**config.mk**
```make
export PLATFORM = sky130hd
export DESIGN_NAME = dis_irq_status
export DESIGN_NICKNAME = d
export VERILOG_FILES = /design/src/rtl/dis_pkg.sv /design/src/rtl/dis_frame_wdog.sv /design/src/rtl/dis_src_latch.sv /design/src/rtl/dis_summary.sv /design/src/rtl/dis_regport.sv /design/src/rtl/dis_irq_status.sv
export SDC_FILE = /design/constraint.sdc
export NUM_CORES = 1
export LEC_CHECK = 0
export ABC_AREA = 1
export CORE_MARGIN = 2
export CORE_UTILIZATION = 50
export DETAILED_ROUTE_END_ITERATION = 8
export GPL_ROUTABILITY_DRIVEN = 1
export MAX_ROUTING_LAYER = met4
export PLACE_DENSITY = 0.87
export SYNTH_ARGS = -nofsm -noshare
export SYNTH_HDL_FRONTEND = slang
export SYNTH_HIERARCHICAL = 1
export SYNTH_SLANG_ARGS = --single-unit
```
**constraint.sdc**
```tcl
create_clock -name clk -period 4.58 [get_ports clk]
set_clock_uncertainty 0.15 [all_clocks]
set_input_delay 0.916 -clock clk [delete_from_list [all_inputs] [get_ports clk]]
set_output_delay 0.916 -clock clk [all_outputs]
set_load 0.1 [all_outputs]
```
**src/rtl/dis_pkg.sv**
```systemverilog
package dis_pkg;

    localparam int DW      = 32;
    localparam int AW      = 8;
    localparam int NSRC    = 15;

    // status bit positions (decoded by software)
    localparam int B_TX_DONE  = 0;
    localparam int B_TX_STOP  = 1;
    localparam int B_TX_NOBUF = 2;
    localparam int B_JABBER   = 3;
    localparam int B_RX_OVF   = 4;
    localparam int B_TX_UNF   = 5;
    localparam int B_RX_DONE  = 6;
    localparam int B_RX_NOBUF = 7;
    localparam int B_RX_STOP  = 8;
    localparam int B_RX_WDOG  = 9;
    localparam int B_EARLY_TX = 10;
    localparam int B_BUS_ERR  = 13;
    localparam int B_EARLY_RX = 14;
    localparam int B_ABN_SUM  = 15;
    localparam int B_NRM_SUM  = 16;
    localparam int RXS_LSB    = 17;
    localparam int RXS_W      = 3;

    localparam logic [AW-1:0] ADDR_STATUS = 8'h00;
    localparam logic [AW-1:0] ADDR_ENABLE = 8'h04;

    localparam logic [NSRC-1:0] NORM_GRP =
        NSRC'((1 << B_TX_DONE) | (1 << B_TX_NOBUF) | (1 << B_RX_DONE) | (1 << B_EARLY_RX));
    localparam logic [NSRC-1:0] ABN_GRP =
        NSRC'((1 << B_TX_STOP) | (1 << B_JABBER) | (1 << B_RX_OVF) | (1 << B_TX_UNF) |
              (1 << B_RX_NOBUF) | (1 << B_RX_STOP) | (1 << B_RX_WDOG) |
              (1 << B_EARLY_TX) | (1 << B_BUS_ERR));
    localparam logic [NSRC-1:0] SRC_MASK = NORM_GRP | ABN_GRP;
    // event pins that may set a bit directly (watchdog comes from the length check)
    localparam logic [NSRC-1:0] EV_MASK  = SRC_MASK & ~NSRC'(1 << B_RX_WDOG);

    localparam logic [DW-1:0] EN_WMASK =
        DW'(SRC_MASK) | DW'(1 << B_ABN_SUM) | DW'(1 << B_NRM_SUM);

    typedef enum logic [RXS_W-1:0] {
        RXS_STOP  = 3'b000,
        RXS_FETCH = 3'b001,
        RXS_WAIT  = 3'b011,
        RXS_SUSP  = 3'b100,
        RXS_CLOSE = 3'b101,
        RXS_XFER  = 3'b111
    } rx_state_e;

    typedef struct packed {
        logic nrm;
        logic abn;
    } sum_t;

    function automatic logic [DW-1:0] pack_status(input logic [RXS_W-1:0] rxs,
                                                  input sum_t sum,
                                                  input logic [NSRC-1:0] src);
        logic [DW-1:0] w;
        w = '0;
        w[NSRC-1:0]                  = src & SRC_MASK;
        w[B_ABN_SUM]                 = sum.abn;
        w[B_NRM_SUM]                 = sum.nrm;
        w[RXS_LSB +: RXS_W]          = rxs;
        return w;
    endfunction

endpackage

```
**src/rtl/dis_frame_wdog.sv**
```systemverilog
module dis_frame_wdog #(
    parameter int LEN_W     = 16,
    parameter int MAX_FRAME = 2048
) (
    input  logic             clk,
    input  logic             rst,
    input  logic             frame_end,
    input  logic [LEN_W-1:0] frame_len,
    output logic             wd_pulse
);
    localparam logic [LEN_W-1:0] LIMIT = LEN_W'(MAX_FRAME);

    always_ff @(posedge clk) begin
        if (rst) wd_pulse <= 1'b0;
        else     wd_pulse <= frame_end && (frame_len > LIMIT);
    end

    a_r3_long_frame_flags: assert property (@(posedge clk) disable iff (rst)
        (frame_end && frame_len > LIMIT) |=> wd_pulse);
    a_r3_short_frame_quiet: assert property (@(posedge clk) disable iff (rst)
        !(frame_end && frame_len > LIMIT) |=> !wd_pulse);
endmodule

```
**src/rtl/dis_src_latch.sv**
```systemverilog
module dis_src_latch #(
    parameter int N = 15
) (
    input  logic         clk,
    input  logic         rst,
    input  logic [N-1:0] set_v,
    input  logic [N-1:0] clr_v,
    output logic [N-1:0] q
);
    for (genvar i = 0; i < N; i++) begin : g_bit
        always_ff @(posedge clk) begin
            if (rst)           q[i] <= 1'b0;
            else if (set_v[i]) q[i] <= 1'b1;   // set wins over clear
            else if (clr_v[i]) q[i] <= 1'b0;
        end
    end

    a_r1_set_lands: assert property (@(posedge clk) disable iff (rst)
        (set_v != '0) |=> ((q & $past(set_v)) == $past(set_v)));
    a_r2_clear_lands: assert property (@(posedge clk) disable iff (rst)
        ((clr_v & ~set_v) != '0) |=> ((q & $past(clr_v & ~set_v)) == '0));
    a_r2_hold: assert property (@(posedge clk) disable iff (rst)
        ((set_v | clr_v) == '0) |=> (q == $past(q)));
endmodule

```
**src/rtl/dis_summary.sv**
```systemverilog
module dis_summary
    import dis_pkg::*;
(
    input  logic            clk,
    input  logic            rst,
    input  logic [NSRC-1:0] src,
    input  logic [DW-1:0]   en,
    input  logic            clr_nrm,
    input  logic            clr_abn,
    output sum_t            sum,
    output logic            irq
);
    logic nrm_hit, abn_hit;

    always_comb begin
        nrm_hit = |(src & en[NSRC-1:0] & NORM_GRP);
        abn_hit = |(src & en[NSRC-1:0] & ABN_GRP);
    end

    always_ff @(posedge clk) begin
        if (rst) begin
            sum <= '0;
            irq <= 1'b0;
        end else begin
            sum.nrm <= (sum.nrm & ~clr_nrm) | nrm_hit;
            sum.abn <= (sum.abn & ~clr_abn) | abn_hit;
            irq     <= (sum.nrm & en[B_NRM_SUM]) | (sum.abn & en[B_ABN_SUM]);
        end
    end

    a_r8_nrm_sticky: assert property (@(posedge clk) disable iff (rst)
        (sum.nrm && !clr_nrm) |=> sum.nrm);
    a_r8_abn_sticky: assert property (@(posedge clk) disable iff (rst)
        (sum.abn && !clr_abn) |=> sum.abn);
    a_r7_masked_quiet: assert property (@(posedge clk) disable iff (rst)
        (((src & en[NSRC-1:0]) == '0) && !sum.nrm && !sum.abn) |=> (!sum.nrm && !sum.abn));
    a_r6_abn_only: assert property (@(posedge clk) disable iff (rst)
        (((src & NORM_GRP) == '0) && !sum.nrm) |=> !sum.nrm);
    a_r9_irq_drop: assert property (@(posedge clk) disable iff (rst)
        (!sum.nrm && !sum.abn) |=> !irq);
endmodule

```
**src/rtl/dis_regport.sv**
```systemverilog
module dis_regport
    import dis_pkg::*;
(
    input  logic          clk,
    input  logic          rst,
    input  logic          wr,
    input  logic          rd,
    input  logic [AW-1:0] addr,
    input  logic [DW-1:0] wdata,
    input  logic [DW-1:0] status_word,
    output logic [DW-1:0] en_q,
    output logic [DW-1:0] sts_clr,
    output logic [DW-1:0] rdata
);
    logic wr_sts, wr_en;

    always_comb begin
        wr_sts  = wr && (addr == ADDR_STATUS);
        wr_en   = wr && (addr == ADDR_ENABLE);
        sts_clr = wr_sts ? wdata : '0;
    end

    always_ff @(posedge clk) begin
        if (rst)        en_q <= '0;
        else if (wr_en) en_q <= wdata & EN_WMASK;
    end

    always_ff @(posedge clk) begin
        if (rst) rdata <= '0;
        else if (rd) begin
            case (addr)
                ADDR_STATUS: rdata <= status_word;
                ADDR_ENABLE: rdata <= en_q;
                default:     rdata <= '0;
            endcase
        end
    end

    a_r11_reserved_zero: assert property (@(posedge clk) disable iff (rst)
        (rdata[12:11] == 2'b00) && (rdata[DW-1:RXS_LSB+RXS_W] == '0));
    a_r12_rdata_hold: assert property (@(posedge clk) disable iff (rst)
        !rd |=> $stable(rdata));
endmodule

```
**src/rtl/dis_irq_status.sv**
```systemverilog
module dis_irq_status
    import dis_pkg::*;
#(
    parameter int LEN_W     = 16,
    parameter int MAX_FRAME = 2048
) (
    input  logic              clk,
    input  logic              rst,
    input  logic              reg_wr,
    input  logic              reg_rd,
    input  logic [AW-1:0]     reg_addr,
    input  logic [DW-1:0]     reg_wdata,
    output logic [DW-1:0]     reg_rdata,
    input  logic [NSRC-1:0]   ev_pulse,
    input  logic              rx_frame_end,
    input  logic [LEN_W-1:0]  rx_frame_len,
    input  logic [RXS_W-1:0]  rx_dma_state,
    output logic              irq_out,
    output logic              dma_bus_off
);
    logic [NSRC-1:0] set_v, clr_v, src_q;
    logic [DW-1:0]   en_q, sts_clr, status_word;
    logic            wd_pulse;
    sum_t            sum;
    rx_state_e       rxs;

    dis_frame_wdog #(.LEN_W(LEN_W), .MAX_FRAME(MAX_FRAME)) u_wdog (
        .clk(clk), .rst(rst),
        .frame_end(rx_frame_end), .frame_len(rx_frame_len),
        .wd_pulse(wd_pulse)
    );

    always_comb begin
        set_v             = ev_pulse & EV_MASK;
        set_v[B_RX_WDOG]  = wd_pulse;
        // receive-done drops early-receive and beats a same-cycle early pulse
        set_v[B_EARLY_RX] = ev_pulse[B_EARLY_RX] & ~ev_pulse[B_RX_DONE];
        clr_v             = sts_clr[NSRC-1:0] & SRC_MASK;
        clr_v[B_EARLY_RX] = clr_v[B_EARLY_RX] | ev_pulse[B_RX_DONE];
    end

    dis_src_latch #(.N(NSRC)) u_latch (
        .clk(clk), .rst(rst), .set_v(set_v), .clr_v(clr_v), .q(src_q)
    );

    dis_summary u_sum (
        .clk(clk), .rst(rst), .src(src_q), .en(en_q),
        .clr_nrm(sts_clr[B_NRM_SUM]), .clr_abn(sts_clr[B_ABN_SUM]),
        .sum(sum), .irq(irq_out)
    );

    always_comb begin
        rxs         = rx_state_e'(rx_dma_state);
        status_word = pack_status(rxs, sum, src_q);
        dma_bus_off = src_q[B_BUS_ERR];
    end

    dis_regport u_port (
        .clk(clk), .rst(rst), .wr(reg_wr), .rd(reg_rd), .addr(reg_addr),
        .wdata(reg_wdata), .status_word(status_word),
        .en_q(en_q), .sts_clr(sts_clr), .rdata(reg_rdata)
    );

    a_r4_early_rx_dropped: assert property (@(posedge clk) disable iff (rst)
        ev_pulse[B_RX_DONE] |=> !src_q[B_EARLY_RX]);
    a_r10_bus_off_held: assert property (@(posedge clk) disable iff (rst)
        (ev_pulse[B_BUS_ERR]) |=> dma_bus_off);
    a_r1_unused_pins: assert property (@(posedge clk) disable iff (rst)
        (!src_q[11] && !src_q[12]));
endmodule

```
# Word-level counts from Yosys, hierarchy flattened
# Cells that the tools add are included.
# totals
word_cells	81
output_inout_bits	34
regBits	64
ramBits	0
mem_bits_ro	0
memories	0
latch_bits	0
# op_classes
reduce_logical	19
magnitude_cmp	1
bitwise	13
n_div	0
n_mux	28
mul	0
n_addsub	0
eq_ne	1
shift	0
# op_table
op	n
20-bit case mux with 2 select lines	1
1-bit two-way mux	26
2-bit nonzero test	13
17-bit two-way mux	1
16-bit by 12-bit greater-than comparator with 1-bit output, second input constant	1
15-bit bitwise AND	1
9-bit OR reduction	1
8-bit by 3-bit equality test with 1-bit output, second input constant	1
8-bit logical NOT	1
1-bit bitwise AND	5
1-bit bitwise OR	4
4-bit OR reduction	1
1-bit logical AND	3
1-bit inverter	3

# Longest topological paths before layout
# Gate-level depths: netlist of the first run.
# logic_depth
word_depth	6
ltp_mapped	13

# Cells and area by module
# The synthesis of the first run kept the hierarchy.
# by_module_without_submodules
module	cells_each	area_per_inst_um2	instances	seq_area_each_um2
dis_regport	389	2466.1	1	940.9
dis_src_latch	76	555.5	1	300.3
dis_summary	38	198.9	1	60.1
dis_frame_wdog	21	102.6	1	20.0
dis_irq_status	6	22.5	1	0.0

# Least setup slack after synthesis of the first run
# No wires, ideal clock.
# synth_path
path_kind	input to register
start	input reg_addr[7]
end	register, netlist name u_sum/sum[0]
path_buffers	1
slack_ps	2333
arrival_time_ps	1988
setup_time_ps	109
cell_stages	13
path_cell_list	nor2_2 > nand2_2 > nor2_4 > nand2_1 > buf_2 > nor2_1 > inv_1 > nand2_1 > nand2_1 > nor2_1 > nand3_1 > nand2_1 > inv_1
# synth_via
elab_chain_len	6
# synth_rtl
element	line	text
from (decl)	dis_irq_status.sv:11	input logic [AW-1:0] reg_addr,
8-bit logical NOT	dis_regport.sv:18	wr_sts = wr && (addr == ADDR_STATUS);
1-bit logical AND	dis_regport.sv:18	
17-bit two-way mux	dis_regport.sv:20	sts_clr = wr_sts ? wdata : '0;
net sts_clr[15]	dis_irq_status.sv:22	logic [DW-1:0] en_q, sts_clr, status_word;
1-bit inverter	dis_summary.sv:26	sum.abn <= (sum.abn & ~clr_abn) | abn_hit;
1-bit bitwise AND	dis_summary.sv:26	
1-bit bitwise OR	dis_summary.sv:26	
# The timed path passes the listed nets, and every way through them passes these cells.
# A chain may end at the register's enable or synchronous reset.

# Final worst setup path of the first run
# layout_path
start	input reg_addr[7]
end	register, netlist name u_sum/sum[0]
# layout_via
elab_chain_len	6
# layout_rtl
element	line
8-bit logical NOT	dis_regport.sv:18
1-bit logical AND	dis_regport.sv:18
17-bit two-way mux	dis_regport.sv:20
net sts_clr[15]	dis_irq_status.sv:22
1-bit inverter	dis_summary.sv:26
1-bit bitwise AND	dis_summary.sv:26
1-bit bitwise OR	dis_summary.sv:26
# The timed path passes the listed nets, and every way through them passes these cells.

==> results of run 1 <==
## registers in the layout, indices dropped and copies added, names as in the netlist
register,cells
u_latch/q,13
u_sum/sum,2
u_sum/irq,1
u_wdog/wd_pulse,1
u_port/en_q,15
u_port/rdata,32
## area by class of cell
cell class	count	area share, %
clock buffer	10	3.34
clock inverter	6	0.849
inverter	72	6.55
multi-input combinational	320	33.4
sequential	64	31.0
tap	75	2.27
timing repair buffer	94	22.6
## worst max path at each step
stage             startpoint      endpoint  slack, ps  cells past startpoint
2_1_floorplan    reg_addr[7]  u_sum/sum[0]       2400                     13
3_3_place_gp     reg_addr[7]  u_sum/sum[0]       1310                     14
3_5_place_dp     reg_addr[7]  u_sum/sum[0]       1250                     14
4_1_cts        u_latch/q[13]   dma_bus_off       1600                      1
5_1_grt          reg_addr[7]  u_sum/sum[0]       1330                     14
6_report         reg_addr[7]  u_sum/sum[0]       1570                     14
## power breakdown
group	leakage (nW)	total [W]	switching (W)	internal, W
clock	0.0878	0.000426	0.000219	0.000207
sequential	0.526	0.000593	0.0000141	0.000579
combinational	1.25	0.000258	0.000169	0.0000890
total	1.86	0.00128	0.000403	0.000875
## tightest hold or removal path, stage by stage (launching register included)
cell and delay [ps]:
sky130_fd_sc_hd__dfxtp_1 300, sky130_fd_sc_hd__inv_1 40, sky130_fd_sc_hd__a21oi_1 60
## metal layers
layer / wire, microns / up-vias / global-route usage [%] / share of wire (%)
met1: 3140 / 1317 / 27.4 / 43
met5: 0 / - / - / 0
li1: - / 1590 / - / -
met2: 3750 / 93 / 40.2 / 51
met4: 86 / 0 / 11.2 / 1.2
met3: 324 / 6 / 3.41 / 4.4
## per-stage QoR
| step | worst slack, ps | area [sq um] | total power, W | cells |
|---|---|---|---|---|
| 2_1_floorplan | 2400 | 3060 | 0.000770 | 480 |
| 3_3_place_gp | 1310 | 3950 | 0.000858 | 625 |
| 3_5_place_dp | 1250 | 3950 | 0.000863 | 625 |
| 4_1_cts | 1600 | 4130 | 0.00129 | 641 |
| 5_1_grt | 1330 | 4130 | 0.00133 | 641 |
| 6_report | 1570 | 4130 | 0.00128 | 641 |
==> results.ini, run 1 <==
[floorplanning]
io_pins=113
floorplan_die_width_microns=81.6
core_area_sq_mm=0.00585
floorplan.rows=28
starting_density_of_the_core_pct=51.4
die_h_microns=81.6
dieArea_sq_mm=0.00665

[min_path]
worstHoldPathType=reg -> reg
hold_start=u_wdog/wd_pulse
whs_endpoint=u_latch/q[9]
cells_on_worst_hold_path=2

[sta]
setup_violations=0
final_period_minus_worst_setup_slack_ps=3010
period_share_pct=65.7
fin_tns_setup_ps=0
slew_headroom_pct=33.2
final-hold-violation-count=0
tightestPinTransition_ps=998
grt_setup_unrepaired=no
finalMaxSlewViolations=0
post_route_worst_hold_slack_ps=290
clock.fmax_mhz=332

[finish]
layout-area-overhead-vs-synth_pct=37.1
seq_area_sq_mm=0.00128
area_of_the_multi_input_gates_sq_mm=0.00138
final_common_cell=sky130_fd_sc_hd__nand2_1
fill_cells=494
final_util_pct=70.5
post_route_cells_drive_above_1_share_pct=5.48
final_net_count=640
antenna_cells_inserted=0
most-common-layout-cells=sky130_fd_sc_hd__nand2_1, sky130_fd_sc_hd__nor2_1, sky130_fd_sc_hd__clkdlybuf4s50_1, sky130_fd_sc_hd__inv_1, sky130_fd_sc_hd__dfxtp_1

[clock_tree]
cts_setup_buffers=0
cts_made_buffers=9
cts_num_sinks=64
clock_path_buffers=2
clock_slew_seen_by_the_registers_of_the_worst_setup_and_hold_paths_ps=70
max_h_tree_level=3
later_pin_clock_latency_in_the_skew_report_ps=340
cts-resized-gates=0
cts-root-buf=sky130_fd_sc_hd__clkbuf_8
clock_tree_from_tritoncts=done
post_cts_hold_buffer_count=0

[global_routing]
globalRouteTotalUtil_pct=23.6
maximum_number_of_pins_on_one_net_before_global_route_repair=65
grt_pass1_wl_microns=11800
globalRoute.totalOverflow=0
grt_antenna_before_repair=0
first_global_vias=2728

[worst_setup_path]
timing.critical_path.arrival_ps=3090
cpLargestDelayFamily=simple AND/OR/NAND/NOR gates
ff2ff_path_depth=6
worstSetupStartpointType=input port
critical_path_data_required_time_ps=4660
timing.rr.start=u_latch/q[13]
crit_path_cell_trace=clkdlybuf4s50_1, nor2_2, nand2_2, nor2_4, buf_4, nand2_1, nor2_1, inv_1, nand2_1, nand2_1, nor2_1, nand3_1, nand2_1, inv_1
reg2reg_to=u_sum/sum[0]
max_stage_delay_ps=430
path_common_cell=sky130_fd_sc_hd__nand2_1
maximum_fanout_along_the_worst_path=33
reg2reg_setup_slack_ps=3550
critPathSlowestCell=sky130_fd_sc_hd__nand2_1
critical_path_start_end_classification=in -> reg
critPathCaptureType=register
crit_buf_inv=4

[route]
dr.pass1.iters=4
drcViolationCount=0
postRouteAntennaNets=0
avgRoutedWirePerCell_microns=11.4
routed-via-count=3006
routed_via_density=4.69
routed_wirelength_microns=7300
drt_first_iter_violations=159

[placement]
gp_congestion=0.817
port_buffers=92
post-dp-hpwl_microns=4920

[synth]
synth.cell_area_sq_mm=0.00301
synth.yosys.warnings=6
post_synth_inst_count=467
synthesis.area_per_instance_sq_um=6.44

[pwr]
leakage_power_nw=1.86
pwr_density_cell_mw_per_mm2=310
vdd.ir_drop.worst_mv=0.182

[run_status]
status=complete, no violations

[run]
maxCapViolCount=0

Power figures use the tool's default switching activity.
==> run 2: changes to the inputs <==
--- a/config.mk
+++ b/config.mk
@@ -7,11 +7,11 @@
 export LEC_CHECK = 0
 export ABC_AREA = 1
 export CORE_MARGIN = 2
-export CORE_UTILIZATION = 50
+export CORE_UTILIZATION = 42
 export DETAILED_ROUTE_END_ITERATION = 8
 export GPL_ROUTABILITY_DRIVEN = 1
 export MAX_ROUTING_LAYER = met4
-export PLACE_DENSITY = 0.87
+export PLACE_DENSITY = 0.78
 export SYNTH_ARGS = -nofsm -noshare
 export SYNTH_HDL_FRONTEND = slang
 export SYNTH_HIERARCHICAL = 1
==> constraint.sdc (replaced) <==
create_clock -name clk -period 2.6 [get_ports clk]
set_clock_uncertainty 0.15 [all_clocks]
set_input_delay 0.52 -clock clk [delete_from_list [all_inputs] [get_ports clk]]
set_output_delay 0.52 -clock clk [all_outputs]
set_load 0.1 [all_outputs]
==> run 2 against run 1 <==
Effect of this change:
- hold slack improved by 7.9 ps
- clock power increased by 110%
- largest cell class unchanged
- total power increased by 86%
- utilization decreased by 9.9 points
- worst setup slack got worse by 1000 ps
- sequential share of layout area decreased by 0.29 points
==> results.ini, run 2 (synthesis results as in run 1) <==
[worst_setup_path]
reg2reg_setup_slack_ps=1610
timing.rr.start=u_latch/q[13]
maximum_fanout_along_the_worst_path=9
timing.critical_path.arrival_ps=2130
worstSetupStartpointType=input port
critical_path_start_end_classification=in -> reg
ff2ff_path_depth=6
reg2reg_to=u_sum/sum[0]
critical_path_data_required_time_ps=2680
critPathCaptureType=register

[route]
drt_first_iter_violations=138
postRouteAntennaNets=0
avgRoutedWirePerCell_microns=11.1
dr.pass1.iters=4
routed-via-count=3043
drcViolationCount=0
routed_wirelength_microns=7450
routed_via_density=4.55

[global_routing]
globalRoute.totalOverflow=0
grt_pass1_wl_microns=12600
globalRouteTotalUtil_pct=21.3
maximum_number_of_pins_on_one_net_before_global_route_repair=41
first_global_vias=2885
grt_antenna_before_repair=0

[sta]
finalMaxSlewViolations=0
final_period_minus_worst_setup_slack_ps=2050
setup_violations=0
tightestPinTransition_ps=595
period_share_pct=78.8
grt_setup_unrepaired=no
final-hold-violation-count=0
fin_tns_setup_ps=0
clock.fmax_mhz=488
slew_headroom_pct=60.2

[finish]
instances_no_fill=669
post_route_cells_drive_above_1_share_pct=12.6
top_register=u_port/rdata
final_net_count=647
antenna_cells_inserted=0
final_common_cell=sky130_fd_sc_hd__nand2_1
reg.largest.list=u_port/rdata: 32 flops, u_port/en_q: 15 flops, u_latch/q: 13 flops
most-common-layout-cells=sky130_fd_sc_hd__nand2_1, sky130_fd_sc_hd__nor2_1, sky130_fd_sc_hd__inv_1, sky130_fd_sc_hd__dfxtp_1, sky130_fd_sc_hd__clkdlybuf4s50_1
layout-area-overhead-vs-synth_pct=38.4
largest_register_ffs=32
final_cell_area_sq_mm=0.00417

[clock_tree]
post_cts_hold_buffer_count=0
max_h_tree_level=3
cts-resized-gates=0
cts-root-buf=sky130_fd_sc_hd__clkbuf_8
later_pin_clock_latency_in_the_skew_report_ps=350
clock_slew_seen_by_the_registers_of_the_worst_setup_and_hold_paths_ps=70
cts_setup_buffers=0
clock_path_buffers=2
clock_tree_from_tritoncts=done
cts_num_sinks=64
cts_made_buffers=9

[placement]
port_buffers=92
post-dp-hpwl_microns=5380
dpl_cell_area_sq_mm=0.00396
placedCellCount=653
gp_congestion=0.824

[floorplanning]
floorplan.rows=30
starting_density_of_the_core_pct=43.8
floorplan_die_width_microns=88.6
io_pins=113
core_area_sq_mm=0.00687
dieArea_sq_mm=0.00786
die_h_microns=88.6

[pwr]
pwr_density_cell_mw_per_mm2=570
leakage_power_nw=1.97
vdd.ir_drop.worst_mv=0.226

[min_path]
hold_start=u_wdog/wd_pulse
worstHoldPathType=reg -> reg
cells_on_worst_hold_path=2
whs_endpoint=u_latch/q[9]

[run]
maxCapViolCount=0

[run_status]
status=complete, no violations

run 2: worst max path at each step:
stage | from | endpoint | cells past startpoint
2_1_floorplan | reg_addr[7] | u_sum/sum[0] | 13
3_3_place_gp | reg_addr[7] | u_sum/sum[1] | 10
3_5_place_dp | reg_addr[1] | u_sum/sum[1] | 10
4_1_cts | reg_addr[1] | u_sum/sum[1] | 10
5_1_grt | reg_addr[1] | u_sum/sum[0] | 13
6_report | reg_addr[5] | u_sum/sum[1] | 10
run 2: layout make-up:
class | count | area [sq um]
fillers | 646 | 2700
multi-input cells | 320 | 1380
flip-flops and latches | 64 | 1280
repair buffers | 101 | 911
inverters | 72 | 270
clock buffers | 10 | 138
well taps | 96 | 120
clock inverters | 6 | 67.6
run 2: critical path, stage by stage:
cell and delay, ps:
sky130_fd_sc_hd__clkdlybuf4s50_1 410, sky130_fd_sc_hd__nor2_2 130, sky130_fd_sc_hd__nand2_2 130, sky130_fd_sc_hd__nor2_4 150, sky130_fd_sc_hd__nand2_1 220, sky130_fd_sc_hd__buf_4 250
sky130_fd_sc_hd__nor2_1 120, sky130_fd_sc_hd__nor2_1 60, sky130_fd_sc_hd__nor2_1 100, sky130_fd_sc_hd__nor2_1 40
run 2: power breakdown:
| part | switching (W) | internal (W) | total (W) |
|---|---|---|---|
| combinational | 0.000300 | 0.000155 | 0.000455 |
| clock | 0.000403 | 0.000472 | 0.000875 |
| sequential | 0.0000259 | 0.00102 | 0.00105 |
run 2: stage by stage:
stage                     total power [W]  utilization (%)  hold slack [ps]  setup WS, ps
after detailed placement          0.00152             57.7              296           199
after CTS                         0.00240             60.6              309           577
after global routing              0.00247             60.6              329           387
after floorplan                   0.00136                -              262           818
after global placement            0.00151             57.7              271           225
final                             0.00238             60.6              298           552
run 2: routing by layer:
| metal | share of wire, % | GRT usage (%) | wire length [microns] | vias up |
|---|---|---|---|---|
| met4 | 2.0 | 8.95 | 148 | 0 |
| li1 | - | - | - | 1602 |
| met2 | 50 | 35.4 | 3720 | 83 |
| met5 | 0 | - | 0 | - |
| met1 | 43 | 24.6 | 3190 | 1344 |
| met3 | 5.3 | 5.04 | 392 | 14 |
